$ cat config.mk
export PLATFORM = sky130hd
export DESIGN_NAME = pit_timer
export DESIGN_NICKNAME = d
export VERILOG_FILES = /design/src/rtl/pit_pkg.sv /design/src/rtl/pit_bus_decode.sv /design/src/rtl/pit_byte_port.sv /design/src/rtl/pit_count_core.sv /design/src/rtl/pit_timer.sv
export SDC_FILE = /design/constraint.sdc
export NUM_CORES = 1
export LEC_CHECK = 0
export ABC_CLOCK_PERIOD_IN_PS = 10200
export BUFFER_PORTS_ARGS = -buffer_cell sky130_fd_sc_hd__buf_2
export CORE_MARGIN = 8
export CORE_UTILIZATION = 35
export DETAILED_ROUTE_END_ITERATION = 7
export PLACE_DENSITY_LB_ADDON = 0.25
export SKIP_CTS_REPAIR_TIMING = 1
export SLEW_MARGIN = 20
export SYNTH_ARGS = -nofsm -noshare
export SYNTH_HDL_FRONTEND = slang
export SYNTH_SLANG_ARGS = --single-unit
export TNS_END_PERCENT = 10
$ cat constraint.sdc
create_clock -name clk -period 10.2 [get_ports clk]
set_clock_uncertainty 0.2 [all_clocks]
set_input_delay 1.02 -clock clk [delete_from_list [all_inputs] [get_ports clk]]
set_output_delay 1.02 -clock clk [all_outputs]
set_load 0.02 [all_outputs]
$ cat src/rtl/pit_pkg.sv
`timescale 1ns/1ps
// pit_pkg: shared widths, control-field types and count arithmetic for the
// interval timer. Assumes a byte bus and a count of two bytes (four digits).
package pit_pkg;

    localparam int BUS_W  = 8;
    localparam int CNT_W  = 2 * BUS_W;
    localparam int DIGITS = CNT_W / 4;

    typedef enum logic [1:0] {
        ACC_FREEZE = 2'b00,
        ACC_LO     = 2'b01,
        ACC_HI     = 2'b10,
        ACC_WORD   = 2'b11
    } acc_e;

    typedef enum logic [1:0] {
        MD_EVENT  = 2'd0,
        MD_STROBE = 2'd1,
        MD_SQUARE = 2'd2
    } mode_e;

    // Mode codes this block supports: 0, 2, 3, 6, 7.
    function automatic logic mode_supported(input logic [2:0] code);
        return (code == 3'd0) || code[1];
    endfunction

    function automatic mode_e mode_from_code(input logic [2:0] code);
        if (code == 3'd0) return MD_EVENT;
        return code[0] ? MD_SQUARE : MD_STROBE;
    endfunction

    // One step down, binary or per-digit decimal with borrow.
    function automatic logic [CNT_W-1:0] count_down(input logic [CNT_W-1:0] v,
                                                    input logic dec);
        logic [CNT_W-1:0] r;
        logic             borrow;
        r      = v;
        borrow = 1'b1;
        if (!dec) begin
            r = v - 1'b1;
        end else begin
            for (int d = 0; d < DIGITS; d++) begin
                if (borrow) begin
                    if (v[d*4 +: 4] == 4'd0) begin
                        r[d*4 +: 4] = 4'd9;
                    end else begin
                        r[d*4 +: 4] = v[d*4 +: 4] - 4'd1;
                        borrow      = 1'b0;
                    end
                end
            end
        end
        return r;
    endfunction

    // Floor of half the loaded count; zero stands for the full range.
    function automatic logic [CNT_W-1:0] count_half(input logic [CNT_W-1:0] v,
                                                    input logic dec);
        logic [CNT_W-1:0] r;
        logic             carry;
        logic [3:0]       dig;
        r     = '0;
        carry = (v == '0);
        if (!dec) begin
            r = carry ? {1'b1, {(CNT_W-1){1'b0}}} : (v >> 1);
        end else begin
            for (int d = DIGITS - 1; d >= 0; d--) begin
                dig         = v[d*4 +: 4];
                r[d*4 +: 4] = (dig >> 1) + (carry ? 4'd5 : 4'd0);
                carry       = dig[0];
            end
        end
        return r;
    endfunction

endpackage

$ cat src/rtl/pit_bus_decode.sv
`timescale 1ns/1ps
// pit_bus_decode: turns one bus transfer into per-counter strobes and the
// decoded control fields. Purely combinational. Assumes at most one of
// bus_wr / bus_rd per cycle; control bytes with an unused select or an
// unsupported mode code raise no strobe at all.
module pit_bus_decode
    import pit_pkg::*;
#(
    parameter int NUM_CH = 3
) (
    input  logic [1:0]        bus_addr,
    input  logic [BUS_W-1:0]  bus_wdata,
    input  logic              bus_wr,
    input  logic              bus_rd,
    output logic [NUM_CH-1:0] cfg_wr,
    output logic [NUM_CH-1:0] freeze_cmd,
    output logic [NUM_CH-1:0] data_wr,
    output logic [NUM_CH-1:0] data_rd,
    output acc_e              cfg_acc,
    output mode_e             cfg_mode,
    output logic              cfg_dec
);

    localparam logic [1:0] CTRL_ADDR = 2'd3;

    logic       ctrl_hit;
    logic [2:0] mode_code;

    // Field extraction shared by every counter.
    always_comb begin
        ctrl_hit  = bus_wr && (bus_addr == CTRL_ADDR);
        mode_code = bus_wdata[3:1];
        cfg_acc   = acc_e'(bus_wdata[5:4]);
        cfg_mode  = mode_from_code(mode_code);
        cfg_dec   = bus_wdata[0];
    end

    for (genvar g = 0; g < NUM_CH; g++) begin : g_ch
        logic sel_me;
        // Per-counter strobes for control, freeze, data write and data read.
        always_comb begin
            sel_me        = ctrl_hit && (bus_wdata[7:6] == 2'(g));
            cfg_wr[g]     = sel_me && (cfg_acc != ACC_FREEZE) && mode_supported(mode_code);
            freeze_cmd[g] = sel_me && (cfg_acc == ACC_FREEZE);
            data_wr[g]    = bus_wr && (bus_addr == 2'(g));
            data_rd[g]    = bus_rd && (bus_addr == 2'(g));
        end
    end

endmodule

$ cat src/rtl/pit_byte_port.sv
`timescale 1ns/1ps
// pit_byte_port: the byte-serial face of one counter. Holds the access
// pattern, the write and read byte-order flops, the staged low byte and
// the frozen snapshot. Produces a one-cycle load request with the full
// new count when its last byte arrives, and the byte to return on a read.
module pit_byte_port
    import pit_pkg::*;
(
    input  logic             clk,
    input  logic             rst_n,
    input  logic             cfg_wr,
    input  acc_e             cfg_acc,
    input  logic             freeze_cmd,
    input  logic             data_wr,
    input  logic             data_rd,
    input  logic [BUS_W-1:0] wdata,
    input  logic [CNT_W-1:0] live_cnt,
    output logic             load_req,
    output logic [CNT_W-1:0] load_val,
    output logic [BUS_W-1:0] rd_byte
);

    acc_e             acc_q;
    logic             wr_hi_q;
    logic             rd_hi_q;
    logic [BUS_W-1:0] lo_stage_q;
    logic             frozen_q;
    logic [CNT_W-1:0] snap_q;
    logic [CNT_W-1:0] rd_src;
    logic             rd_upper;

    // Count assembly for the current pattern and the last-byte detect.
    always_comb begin
        unique case (acc_q)
            ACC_LO:  load_val = {{BUS_W{1'b0}}, wdata};
            ACC_HI:  load_val = {wdata, {BUS_W{1'b0}}};
            default: load_val = {wdata, lo_stage_q};
        endcase
        load_req = data_wr && !cfg_wr && ((acc_q != ACC_WORD) || wr_hi_q);
    end

    // Read byte selection from snapshot or live count.
    always_comb begin
        rd_src   = frozen_q ? snap_q : live_cnt;
        rd_upper = (acc_q == ACC_HI) || ((acc_q == ACC_WORD) && rd_hi_q);
        rd_byte  = rd_upper ? rd_src[CNT_W-1:BUS_W] : rd_src[BUS_W-1:0];
    end

    // Access pattern, byte-order flops, staging and snapshot state.
    always_ff @(posedge clk) begin
        if (!rst_n) begin
            acc_q      <= ACC_WORD;
            wr_hi_q    <= 1'b0;
            rd_hi_q    <= 1'b0;
            lo_stage_q <= '0;
            frozen_q   <= 1'b0;
            snap_q     <= '0;
        end else if (cfg_wr) begin
            acc_q    <= cfg_acc;
            wr_hi_q  <= 1'b0;
            rd_hi_q  <= 1'b0;
            frozen_q <= 1'b0;
        end else begin
            if (data_wr && (acc_q == ACC_WORD)) begin
                wr_hi_q <= !wr_hi_q;
                if (!wr_hi_q) lo_stage_q <= wdata;
            end
            if (data_rd) begin
                if (acc_q == ACC_WORD) rd_hi_q <= !rd_hi_q;
                if ((acc_q != ACC_WORD) || rd_hi_q) frozen_q <= 1'b0;
            end
            if (freeze_cmd && !frozen_q) begin
                frozen_q <= 1'b1;
                snap_q   <= live_cnt;
            end
        end
    end

endmodule

$ cat src/rtl/pit_count_core.sv
`timescale 1ns/1ps
// pit_count_core: the count register and output pin of one counter.
// Assumes tick is a one-clock enable; a new count waits for a tick,
// and the gate is sampled on the system clock.
module pit_count_core
    import pit_pkg::*;
(
    input  logic             clk,
    input  logic             rst_n,
    input  logic             cfg_wr,
    input  mode_e            cfg_mode,
    input  logic             cfg_dec,
    input  logic             load_req,
    input  logic [CNT_W-1:0] load_val,
    input  logic             tick,
    input  logic             gate,
    output logic [CNT_W-1:0] cnt,
    output logic             out
);

    mode_e            mode_q;
    logic             dec_q;
    logic [CNT_W-1:0] init_q;
    logic [CNT_W-1:0] cnt_q;
    logic             out_q;
    logic             armed_q;
    logic             pend_q;
    logic             regate_q;
    logic [CNT_W-1:0] nxt;
    logic [CNT_W-1:0] half;
    logic             periodic;

    // Next count, square-wave toggle point and mode class.
    always_comb begin
        nxt      = count_down(cnt_q, dec_q);
        half     = count_half(init_q, dec_q);
        periodic = (mode_q != MD_EVENT);
    end

    // Mode, load, gate and counting sequence.
    always_ff @(posedge clk) begin
        if (!rst_n) begin
            mode_q   <= MD_EVENT;
            dec_q    <= 1'b0;
            init_q   <= '0;
            cnt_q    <= '0;
            out_q    <= 1'b1;
            armed_q  <= 1'b0;
            pend_q   <= 1'b0;
            regate_q <= 1'b0;
        end else if (cfg_wr) begin
            mode_q   <= cfg_mode;
            dec_q    <= cfg_dec;
            armed_q  <= 1'b0;
            pend_q   <= 1'b0;
            regate_q <= 1'b0;
            out_q    <= (cfg_mode != MD_EVENT);
        end else begin
            if (load_req) begin
                pend_q <= 1'b1;
                init_q <= load_val;
            end
            if (periodic && !gate) begin
                out_q    <= 1'b1;
                regate_q <= 1'b1;
            end else if (tick) begin
                if (pend_q) begin
                    cnt_q    <= init_q;
                    armed_q  <= 1'b1;
                    pend_q   <= load_req;
                    regate_q <= 1'b0;
                    out_q    <= periodic;
                end else if (armed_q && regate_q) begin
                    cnt_q    <= init_q;
                    regate_q <= 1'b0;
                    out_q    <= 1'b1;
                end else if (armed_q && (periodic || gate)) begin
                    unique case (mode_q)
                        MD_EVENT: begin
                            cnt_q <= nxt;
                            if (nxt == '0) out_q <= 1'b1;
                        end
                        MD_STROBE: begin
                            if (cnt_q == CNT_W'(1)) begin
                                cnt_q <= init_q;
                                out_q <= 1'b1;
                            end else begin
                                cnt_q <= nxt;
                                if (cnt_q == CNT_W'(2)) out_q <= 1'b0;
                            end
                        end
                        default: begin
                            if (cnt_q == CNT_W'(1)) begin
                                cnt_q <= init_q;
                                out_q <= 1'b1;
                            end else begin
                                cnt_q <= nxt;
                                if (nxt == half) out_q <= 1'b0;
                            end
                        end
                    endcase
                end
            end
        end
    end

    assign cnt = cnt_q;
    assign out = out_q;

endmodule

$ cat src/rtl/pit_timer.sv
`timescale 1ns/1ps
// pit_timer: top of the interval timer. One bus decoder feeds NUM_CH
// counter channels, each a byte port plus a count core; read data is
// muxed by address. Assumes NUM_CH is 1 to 3 (the select field has room
// for three counters, and address 3 is always the control port).
module pit_timer
    import pit_pkg::*;
#(
    parameter int NUM_CH = 3
) (
    input  logic              clk,
    input  logic              rst_n,
    input  logic [1:0]        bus_addr,
    input  logic [7:0]        bus_wdata,
    input  logic              bus_wr,
    input  logic              bus_rd,
    output logic [7:0]        bus_rdata,
    input  logic [NUM_CH-1:0] cnt_tick,
    input  logic [NUM_CH-1:0] cnt_gate,
    output logic [NUM_CH-1:0] cnt_out
);

    logic [NUM_CH-1:0] cfg_wr;
    logic [NUM_CH-1:0] freeze_cmd;
    logic [NUM_CH-1:0] data_wr;
    logic [NUM_CH-1:0] data_rd;
    acc_e              cfg_acc;
    mode_e             cfg_mode;
    logic              cfg_dec;
    logic [BUS_W-1:0]  ch_rd [NUM_CH];

    pit_bus_decode #(.NUM_CH(NUM_CH)) u_decode (
        .bus_addr   (bus_addr),
        .bus_wdata  (bus_wdata),
        .bus_wr     (bus_wr),
        .bus_rd     (bus_rd),
        .cfg_wr     (cfg_wr),
        .freeze_cmd (freeze_cmd),
        .data_wr    (data_wr),
        .data_rd    (data_rd),
        .cfg_acc    (cfg_acc),
        .cfg_mode   (cfg_mode),
        .cfg_dec    (cfg_dec)
    );

    for (genvar g = 0; g < NUM_CH; g++) begin : g_ch
        logic             load_req;
        logic [CNT_W-1:0] load_val;
        logic [CNT_W-1:0] live_cnt;

        pit_byte_port u_port (
            .clk        (clk),
            .rst_n      (rst_n),
            .cfg_wr     (cfg_wr[g]),
            .cfg_acc    (cfg_acc),
            .freeze_cmd (freeze_cmd[g]),
            .data_wr    (data_wr[g]),
            .data_rd    (data_rd[g]),
            .wdata      (bus_wdata),
            .live_cnt   (live_cnt),
            .load_req   (load_req),
            .load_val   (load_val),
            .rd_byte    (ch_rd[g])
        );

        pit_count_core u_core (
            .clk      (clk),
            .rst_n    (rst_n),
            .cfg_wr   (cfg_wr[g]),
            .cfg_mode (cfg_mode),
            .cfg_dec  (cfg_dec),
            .load_req (load_req),
            .load_val (load_val),
            .tick     (cnt_tick[g]),
            .gate     (cnt_gate[g]),
            .cnt      (live_cnt),
            .out      (cnt_out[g])
        );
    end

    // Read mux: data ports by address, zero for control or absent counters.
    always_comb begin
        bus_rdata = '0;
        for (int i = 0; i < NUM_CH; i++) begin
            if (bus_addr == 2'(i)) bus_rdata = ch_rd[i];
        end
    end

endmodule

==> key figures, run 1 <==
Outcome
  – Status: complete, no violations

Synthesis
  – Syn. warnings: 0
  – Syn Nets: around 1800
  – Cell taking the most area after synthesis: dfxtp_1
  – XOR/XNOR Fraction of Synth Area: 5.947%
  – Post-synthesis sequential area ratio: a little under a third
  – Synth top cells by count: 230 x nor2_1, 204 x dfxtp_1, 175 x nand2_1
  – Synthesized area: about 13000 sq um
  – Largest family of logic cells by synthesized area: simple AND/OR/NAND/NOR gates
  – Post-Synth Adder-Cell Area: 5.592%
  – Async set-reset flop share out of synthesis: 0%
  – Syn Area/Cell: between 7 and 8 sq um
  – Compound-Gate Fraction of Synth Area: about 18%
  – Synth cell types: between 70 and 80
  – Count leader, synth: nor2_1
  – Share of Yosys cell area claimed by the top area cell type: between 30% and 40%
  – Post-synthesis mux area share: between 10 and 15%
  – Cells after Synth: ~1700
  – Primary FF master, synth: dfxtp_1
  – Flops & latches, synth: about 200
  – Dominant cells by area after synthesis: dfxtp_1 30%, mux2i_1 6.9%, nor2_1 6.4%
  – Number of synthesized flops with an enable pin: 0
  – Post-synthesis simple-gate area fraction: a little under a quarter

Routing
  – Via count: 12173
  – Initial drt markers: between 900 and 1000
  – DRC Markers: 0
  – Total Wirelength: ~41000 um
  – Pre-antenna DRT Iters: 6
  – Via density: 5.633
  – DRT antenna net count: 0
  – Wire per inst: 19.19 um

Floorplanning
  – Row count: 71
  – Die H: around 210 um
  – Ports: 31
  – Initial cell density of the core: a little over a third
  – Core footprint: 37760 sq um
  – Total die area: 44880 sq um
  – Die span in x: between 200 and 250 um

Clocking
  – Reg clk slew, reported paths: 60 ps
  – H-tree depth: 1
  – Clock tree from TritonCTS: done
  – Clock Tree Buf Depth: 3
  – Latest clock arrival within the worst-skew pair: 560 ps
  – CTS Buf Count: 25
  – Total clock sinks: just over 200
  – Root buffer cell: clkbuf_16

STA
  – RSZ-0062 raised after global routing: false
  – Setup_tns: 0 ps
  – Final Hold Slack: 254.2 ps
  – Measured slew at the worst slew-check pin: about 1000 ps
  – Max_slew headroom: a little under a third
  – Finish-stage setup viols: 0
  – Final Hold Fails: 0
  – F_max: between 200 and 250 MHz
  – Fin. max-slew vios: 0
  – Part of the cycle the worst path needs: ~42%
  – Final worst setup slack: just under 6000 ps
  – Fin crit period: 4288 ps

GRT
  – Vias in the first global route: 11630
  – First-pass GRT wire length: about 66000 um
  – Initial antenna violation count: 2
  – GR peak layer: met2
  – Grt met2 use: 29.55%
  – Overflow after GRT: 0
  – Tot GR Track Use: a little under a fifth
  – Met3 usage: under 10%
  – Largest net degree at the start of global routing: 94
  – Global Route met1 Usage: 24.83%

Critical path
  – CP max FO: 8
  – Worst-path cell chain: inv_1, ha_1, a21oi_1, mux4_2, mux2i_1, o21ai_0, buf_2
  – Crit Path Class: reg2out
  – Worst-path cell with the longest stage delay: a21oi_1
  – Crit start category: flop
  – CP arrival: 3070 ps
  – Bufs and invs on worst path: 2
  – CP Capture Type: output port
  – CP peak stage delay: about 700 ps
  – Crit path max-delay family: compound AO/OA/AOI/OAI gates
  – Required time of the critical path: about 9000 ps

Place
  – RD Place Congestion: ~0.96
  – Setup WS pre-CTS: 6170 ps
  – Dpl hpwl: about 30000 um
  – Number of port buffers: 30
  – Placed cell areas: around 14000 sq um
  – Dpl cells: around 2100

Cells and area
  – Final Util: between 30% and 40%
  – Share of layout cells above drive strength 1: around 8.8%
  – Register area: 4084 sq um
  – Design area: ~15000 sq um
  – Number of nets in the layout: 1712
  – Fillers: 3939
  – Inserted Diodes: 0
  – Area of the multi-input gates: 8638 sq um
  – Area delta synth->final: 8.417%
  – Layout Cells excl Fill: roughly 2200

Power and ir drop
  – PD cells: between 100 and 150 nW/um^2
  – Peak supply drop: roughly 0.00014 V
  – Leak: 5.503 nW
  – Power Total: roughly 1.9 mW

Job
  – Max Cap Viol: 0

Min path
  – Hold crit path type: reg2reg
[flip-flops by register name (all words and copies together), names as in the netlist, 6 cells and up]
name	flops
g_ch.u_core.cnt	48
g_ch.u_core.init_q	48
g_ch.u_core.mode_q	6
g_ch.u_port.acc_q	6
g_ch.u_port.lo_stage_q	24
g_ch.u_port.snap_q	48
[worst reg2reg max path: stages, from the launching register on]
cell	delay, ps
dfxtp_1	430
inv_1	220
ha_1	280
or3b_2	630
nor4_2	490
nand2_1	140
mux2i_1	140
mux2i_1	380
nor3b_1	100
a21oi_1	350
mux2i_1	140
a211oi_1	250
[logic make-up (layout without fill, tap and decap cells)]
| family | count (synthesis) | in the layout |
|---|---|---|
| compound gates | 379 | 379 |
| xor+xnor | 84 | 84 |
| fa+ha+maj | 60 | 60 |
| buf+inv | 184 | 125 |
| flops | 204 | 204 |
| mux | 118 | 118 |
| simple gates | 680 | 680 |
[cells in the final DEF (no fill, tap or decap), types with 5 or more instances in the layout]
cell and instances:
a31oi_1 15, o21a_1 8, o21ai_0 78, mux4_2 23, a21oi_1 143, ha_1 60
buf_4 13, nor2_1 230, nand4_1 8, or4_1 7, a41oi_1 5, inv_1 36
xnor2_1 55, mux2i_1 92, o22ai_1 5, and3_1 7, clkinv_2 9, nand2b_1 20
clkbuf_16 25, buf_2 30, nor2b_1 36, o31ai_1 9, nand3_1 48, and2_1 10
o2111ai_1 6, nor3_1 60, o211ai_1 8, or3_1 10, nand2_1 175, dfxtp_1 204
or2_2 8, nor4_1 33, xor2_1 24, a211oi_1 53
[worst paths after layout]
check,startpoint,end,slack (ps),depth (start not counted)
setup / recovery,g_ch[0].u_port.acc_q[0],bus_rdata[2],5910,7
hold / removal,g_ch[0].u_port.snap_q[4],g_ch[0].u_port.snap_q[4],250,2
setup reg to reg,g_ch[0].u_core.cnt[0],g_ch[0].u_core.out,6360,11
hold reg to reg,g_ch[0].u_port.snap_q[4],g_ch[0].u_port.snap_q[4],250,2
[layer usage]
layer  vias up  part of all wire [%]
met5         -                 0.022
met3        88                   5.6
met1      5850                    46
li1       5904                     -
met4         2                   2.9
met2       329                    46
[power by group]
group	internal, mW	switching [mW]
combinational	0.0663	0.115
sequential	0.807	0.0135
clock	0.501	0.367
[layout make-up]
class                      instances  share of cell area, %
inverter                          37                 0.9715
clock inverter                    15                 0.8855
clock buffer                      30                  4.634
timing repair buffer              43                  1.702
multi-input combinational       1321                  59.35
sequential                       204                  28.06
tap                              511                  4.393
(Power assumes the default switching activity.)
==> run 2, diff against run 1 <==
- ABC_AREA: not set -> 1
- ABC_CLOCK_PERIOD_IN_PS: 10200 -> 3450
- clock period: 10.2 -> 3.45 ns (I/O delays scaled with it)
==> run 2 against run 1 <==
- global-route usage up 1.6 points
- flip-flop and latch count unchanged
- non-clock buffer count grew 21
- sequential power rose to 3.0 times the previous value
- via count is 18% higher
- the run now ends with hold timing left
- first-iteration DRC count is 58% higher
- count of clock-buffer cells in the layout is 7 higher
- worst setup slack got worse by 5800 ps
- synthesized area rose by 2.5%
- sequential share of layout area fell by 1.3 points
==> key figures, run 2 <==
Synthesis
  – Syn Area/Cell: between 6 and 7 sq um
  – Primary FF master, synth: dfxtp_1
  – Share of Yosys cell area claimed by the top area cell type: around 30%
  – Dominant cells by area after synthesis: dfxtp_1 30%, nand2_1 11%, o21ai_0 8.8%
  – Count leader, synth: nand2_1
  – Synth top cells by count: 421 x nand2_1, 259 x inv_1, 243 x o21ai_0
  – Synth cell types: just over 50
  – Synthesized area: 13760 sq um
  – Cells after Synth: 2144
  – Cell taking the most area after synthesis: dfxtp_1
  – Post-synthesis sequential area ratio: ~30%
  – Async set-reset flop share out of synthesis: 0%
  – Number of synthesized flops with an enable pin: 0
  – Syn Nets: 2224
  – Syn. warnings: 0
  – Flops & latches, synth: around 200

Cells and area
  – Leading cell types in the layout, fill and taps excluded: 421 x nand2_1, 259 x inv_1, 242 x o21ai_0, 204 x dfxtp_1, 189 x a21oi_1
  – Area delta synth->final: 10.82%
  – Share of layout cells above drive strength 1: 7.339%
  – Most common cell after layout, fill and taps aside: nand2_1
  – Number of nets in the layout: roughly 2200
  – Final Util: between 30% and 40%

GRT
  – Initial antenna violation count: 3
  – Largest net degree at the start of global routing: 56
  – Tot GR Track Use: 19.87%
  – Overflow after GRT: 0
  – First-pass GRT wire length: around 75000 um
  – Vias in the first global route: around 13000

Clocking
  – Latest clock arrival within the worst-skew pair: 560 ps
  – Clock Tree Buf Depth: 3
  – Clock tree from TritonCTS: done
  – H-tree depth: 1
  – Reg clk slew, reported paths: 60 ps
  – Total clock sinks: 204
  – CTS Buf Count: 26
  – Root buffer cell: clkbuf_16

STA
  – Final Hold Fails: 1
  – Max_slew headroom: ~36%
  – Finish-stage setup viols: 0
  – Fin crit period: roughly 3300 ps
  – Fin. max-slew vios: 0
  – Final Hold Slack: -14.85 ps
  – Measured slew at the worst slew-check pin: approximately 950 ps
  – F_max: between 300 and 400 MHz
  – Part of the cycle the worst path needs: a little over nine tenths
  – RSZ-0062 raised after global routing: false
  – Setup_tns: 0 ps

Power and ir drop
  – Peak supply drop: approximately 0.00033 V
  – Switching pwr: 1.610 mW
  – PD cells: about 380 nW/um^2
  – Clock power frac: 47.1%
  – Part of the power in combinational logic: a little under an eighth
  – Net Sw Frac: between 20% and 30%
  – Leak: between 6 and 7 nW
  – Cell Int Power: approximately 4.2 mW
  – Seq pwr share: a little over two fifths

Place
  – RD Place Congestion: between 0.9 and 1
  – Number of port buffers: 30
  – Dpl hpwl: 35610 um

Routing
  – Initial drt markers: approximately 1500
  – DRT antenna net count: 0
  – Wire per inst: roughly 18 um
  – Total Wirelength: around 47000 um
  – DRC Markers: 0
  – Via density: 5.378
  – Pre-antenna DRT Iters: 6
  – Via count: 14370

Outcome
  – Status: finished, violations left
  – Violated checks: hold timing

Critical path
  – Most frequent CP cell: inv_1
  – Reg2reg start: g_ch[0].u_core.cnt[0]
  – CP Capture Type: output port
  – Critical R2R Capture: g_ch[0].u_core.out
  – FF-to-FF setup slack: 610 ps
  – Worst-path cell chain: inv_1, ha_1, inv_1, nand2_1, a211oi_1, o311ai_0, buf_2
  – Crit Path Class: reg2out
  – Crit start category: flop
  – Required time of the critical path: about 2900 ps
  – CP max FO: 12
  – Worst-path cell with the longest stage delay: a211oi_1
  – Reg2reg path depth: 17
  – CP arrival: 2760 ps
  – CP peak stage delay: 610 ps

Min path
  – Hold Path Sink: g_ch[0].u_core.regate_q
  – Hold Path Cell Cnt: 4
  – Hold crit path type: in2reg
  – HP Start: cnt_gate[0]

Floorplanning
  – Ports: 31
  – Row count: 72
  – Die H: between 200 and 250 um
  – Core footprint: ~39000 sq um
  – Total die area: 45910 sq um
  – Initial cell density of the core: between 30% and 40%
  – Die span in x: roughly 210 um

Job
  – Max Cap Viol: 0
==> run 2: worst max-delay path by stage <==
stage / startpoint / to / slack (ps) / cells after the start
global placement: bus_addr[1] / g_ch[2].u_core.init_q[13] / 580 / 10
detailed placement: bus_addr[1] / g_ch[2].u_core.init_q[13] / 630 / 10
finish: g_ch[2].u_port.acc_q[0] / bus_rdata[1] / 140 / 7
CTS: g_ch[2].u_port.acc_q[0] / bus_rdata[1] / 210 / 7
global route: g_ch[2].u_port.acc_q[0] / bus_rdata[1] / 40 / 7
floorplan: g_ch[1].u_port.acc_q[0] / bus_rdata[2] / 880 / 6
==> run 2: metrics by stage <==
stage | worst slack [ps] | area [sq um] | power (mW) | instances
after floorplan | 875.4 | 13760 | 2.921 | 2144
after global placement | 581.2 | 14380 | 3.122 | 2622
after detailed placement | 626.9 | 14380 | 3.127 | 2622
after CTS | 211.2 | 15230 | 5.884 | 2669
after global routing | 37.03 | 15250 | 6.081 | 2672
final | 143.6 | 15250 | 5.844 | 2672
==> run 2: cell families (layout without fill, tap and decap cells) <==
kind of cell,Yosys count,after routing,synth area share (%)
buffers and inverters,378,387,10.78
AO/OA/AOI/OAI,603,603,24.74
other,0,1,0
adder cells (fa/ha/maj),60,60,5.456
XOR/XNOR,21,21,1.337
AND/OR/NAND/NOR,878,878,28.00
flip-flops,204,204,29.68
==> run 2: layout make-up <==
type                    instances  area [sq um]
diodes                          1         2.502
clock buffers                  37         743.2
clock inverters                10         105.1
fillers                      4174         23490
inverters                     276          1039
multi-input cells            1562          8202
flip-flops and latches        204          4084
well taps                     518         648.1
repair buffers                 64         425.4
==> run 2: metal layers <==
layer  GRT usage [%]  routed length (um)  vias up
met5               0                   0        -
met4           6.718                1702        0
met3           3.047                3308       82
met2           31.26               20630      508
met1           27.39               21330     6576
li1                -                   -     7204
==> run 2: power by group through the flow <==
stage	Clock (mW)	Sequential, mW	Combinational [mW]
6_report	2.75	2.43	0.660
5_1_grt	2.91	2.43	0.735
3_3_place_gp	0	2.48	0.641
4_1_cts	2.80	2.43	0.649
2_1_floorplan	0	2.47	0.452
3_5_place_dp	0	2.48	0.646
==> run 2: worst max-delay path: cells and delay by family, from the launching register on <==
kind / cells / cell delay (ps)
flops: 1 / 370
fa+ha+maj: 1 / 190
buf+inv: 3 / 480
simple gates: 1 / 310
compound gates: 2 / 860
==> run 3, diff against run 2 <==
- CORE_UTILIZATION: 35 -> 57
==> run 3 against run 2 <==
- the run still ends with hold timing left
- non-clock buffer count down 7
- critical path depth fell by 1
- combinational power shrank 3.2%
- worst setup slack lost 11 ps
- design area down 2.3%
- sequential power is essentially flat
==> key figures, run 3 (same netlist as run 2, synthesis figures left out) <==
Critical path
  – Critical R2R Capture: g_ch[0].u_core.out
  – Crit path from: g_ch[2].u_port.acc_q[0]
  – Worst-path cell chain: ha_1, nand2_1, nand2_1, a211oi_1, o311ai_0, buf_2
  – Crit path max-delay family: compound AO/OA/AOI/OAI gates
  – CP peak stage delay: around 750 ps
  – CP Capture Type: output port
  – Bufs and invs on worst path: 1
  – Crit start category: flop
  – Worst-path cell with the longest stage delay: o311ai_0
  – Most frequent CP cell: nand2_1
  – CP arrival: 2770 ps
  – Crit Path Class: reg2out
  – CP max FO: 12
  – Critical path depth: 6
  – Critical Path End: bus_rdata[0]
  – Reg2reg start: g_ch[0].u_core.cnt[0]
  – FF-to-FF setup slack: between 500 and 600 ps
  – Reg2reg path depth: 17
  – Required time of the critical path: roughly 2900 ps

Clocking
  – CTS Buf Count: 24
  – Root buffer cell: clkbuf_16
  – Clock tree from TritonCTS: done
  – Reg clk slew, reported paths: around 60 ps
  – H-tree depth: 1
  – Total clock sinks: about 200
  – Clock Tree Buf Depth: 3
  – Latest clock arrival within the worst-skew pair: 530 ps

Place
  – Number of port buffers: 30
  – Dpl hpwl: between 30000 and 40000 um
  – RD Place Congestion: slightly below 1
  – Setup WS pre-CTS: 643.4 ps

STA
  – F_max: about 300 MHz
  – Part of the cycle the worst path needs: 96.14%
  – Measured slew at the worst slew-check pin: 1005 ps
  – Finish-stage setup viols: 0
  – RSZ-0062 raised after global routing: false
  – Fin. max-slew vios: 0
  – Final worst setup slack: around 130 ps
  – Final Hold Fails: 1
  – Setup_tns: 0 ps
  – Fin crit period: approximately 3300 ps
  – Final Hold Slack: -4.522 ps
  – Max_slew headroom: between 30 and 40%

Job
  – Max Cap Viol: 0

Floorplanning
  – Initial cell density of the core: a little under three fifths
  – Core footprint: approximately 24000 sq um
  – Die span in x: around 170 um
  – Total die area: around 30000 sq um
  – Ports: 31
  – Die H: roughly 170 um
  – Row count: 57

Outcome
  – Violated checks: hold timing
  – Status: finished, violations left

Routing
  – Wire per inst: around 18 um
  – Met2 wire len: between 15000 and 20000 um
  – M1 wire length: around 18000 um
  – Initial drt markers: approximately 1700
  – Pre-antenna DRT Iters: 7
  – Via density: 5.958
  – Total Wirelength: 43260 um
  – DRT antenna net count: 0
  – Via count: approximately 15000
  – DRC Markers: 0
  – Top Metal Used: met4
  – WL met3: 3796 um

GRT
  – Vias in the first global route: about 13000
  – Initial antenna violation count: 2
  – Tot GR Track Use: between 20% and 30%
  – Overflow after GRT: 0
  – First-pass GRT wire length: 69350 um
  – Largest net degree at the start of global routing: 95

Min path
  – Hold crit path type: in2reg
  – HP Start: cnt_gate[0]

Cells and area
  – Area delta synth->final: 8.284%
  – Number of nets in the layout: around 2200
  – Fillers: 2310
  – Most common cell after layout, fill and taps aside: nand2_1
  – Share of layout cells above drive strength 1: approximately 6.9%
  – Leading cell types in the layout, fill and taps excluded: 421 x nand2_1, 259 x inv_1, 242 x o21ai_0, 204 x dfxtp_1, 189 x a21oi_1

Power and ir drop
  – PD cells: between 300 and 400 nW/um^2
  – Peak supply drop: roughly 0.00045 V
  – Leak: 6.896 nW
  – Power Total: about 5.7 mW
## run 3: cell types whose count changed in the layout (fill, tap and decap cells not counted), sizes merged
cell and delta:
buf -7, clkinv -1, diode +1, clkbuf -2
clkinvlp -2
## run 3: layer usage
metal	track usage [%]	vias up
met2	46.44	670
met1	38.13	6710
li1	-	7193
met3	4.154	125
met5	0	-
met4	14.59	0
## run 3: final cells by class
cell class / count / area [sq um] / area share (%)
multi-input combinational: 1562 / 8205 / 55.07
sequential: 204 / 4084 / 27.41
inverter: 276 / 1039 / 6.970
clock buffer: 35 / 703.2 / 4.720
tap: 324 / 405.4 / 2.721
timing repair buffer: 57 / 372.9 / 2.503
clock inverter: 7 / 85.08 / 0.5710
antenna: 2 / 5.005 / 0.03359
## run 3: worst min-delay path by stage
stage | endpoint | cells past startpoint
floorplan | g_ch[0].u_port.lo_stage_q[0] | 2
global placement | g_ch[0].u_core.out | 2
detailed placement | g_ch[0].u_port.lo_stage_q[5] | 2
CTS | g_ch[1].u_core.armed_q | 3
global route | g_ch[2].u_core.regate_q | 4
finish | g_ch[0].u_core.regate_q | 4
## run 3: stage by stage
stage | hold WS (ps) | instance area [sq um] | instances | util, %
floorplan | 224.5 | 13760 | 2144 | -
global placement | 239.1 | 14080 | 2421 | 58.59
detailed placement | 239.0 | 14090 | 2421 | 58.61
CTS | -97.88 | 14870 | 2463 | 61.89
global route | 11.53 | 14900 | 2467 | 61.99
finish | -4.522 | 14900 | 2467 | 61.99
## run 3: worst register-to-register path, delay by kind of cell (launching register included)
family        cells  cell delay (ps)
fa+ha+maj         1              270
simple gates     15             1720
buf+inv           1              190
flops             1              350
## run 3: report_power, final
group / internal (mW) / switching [mW] / total (mW)
Combinational: 0.193 / 0.446 / 0.639
Sequential: 2.40 / 0.0353 / 2.43
Clock: 1.55 / 1.03 / 2.58
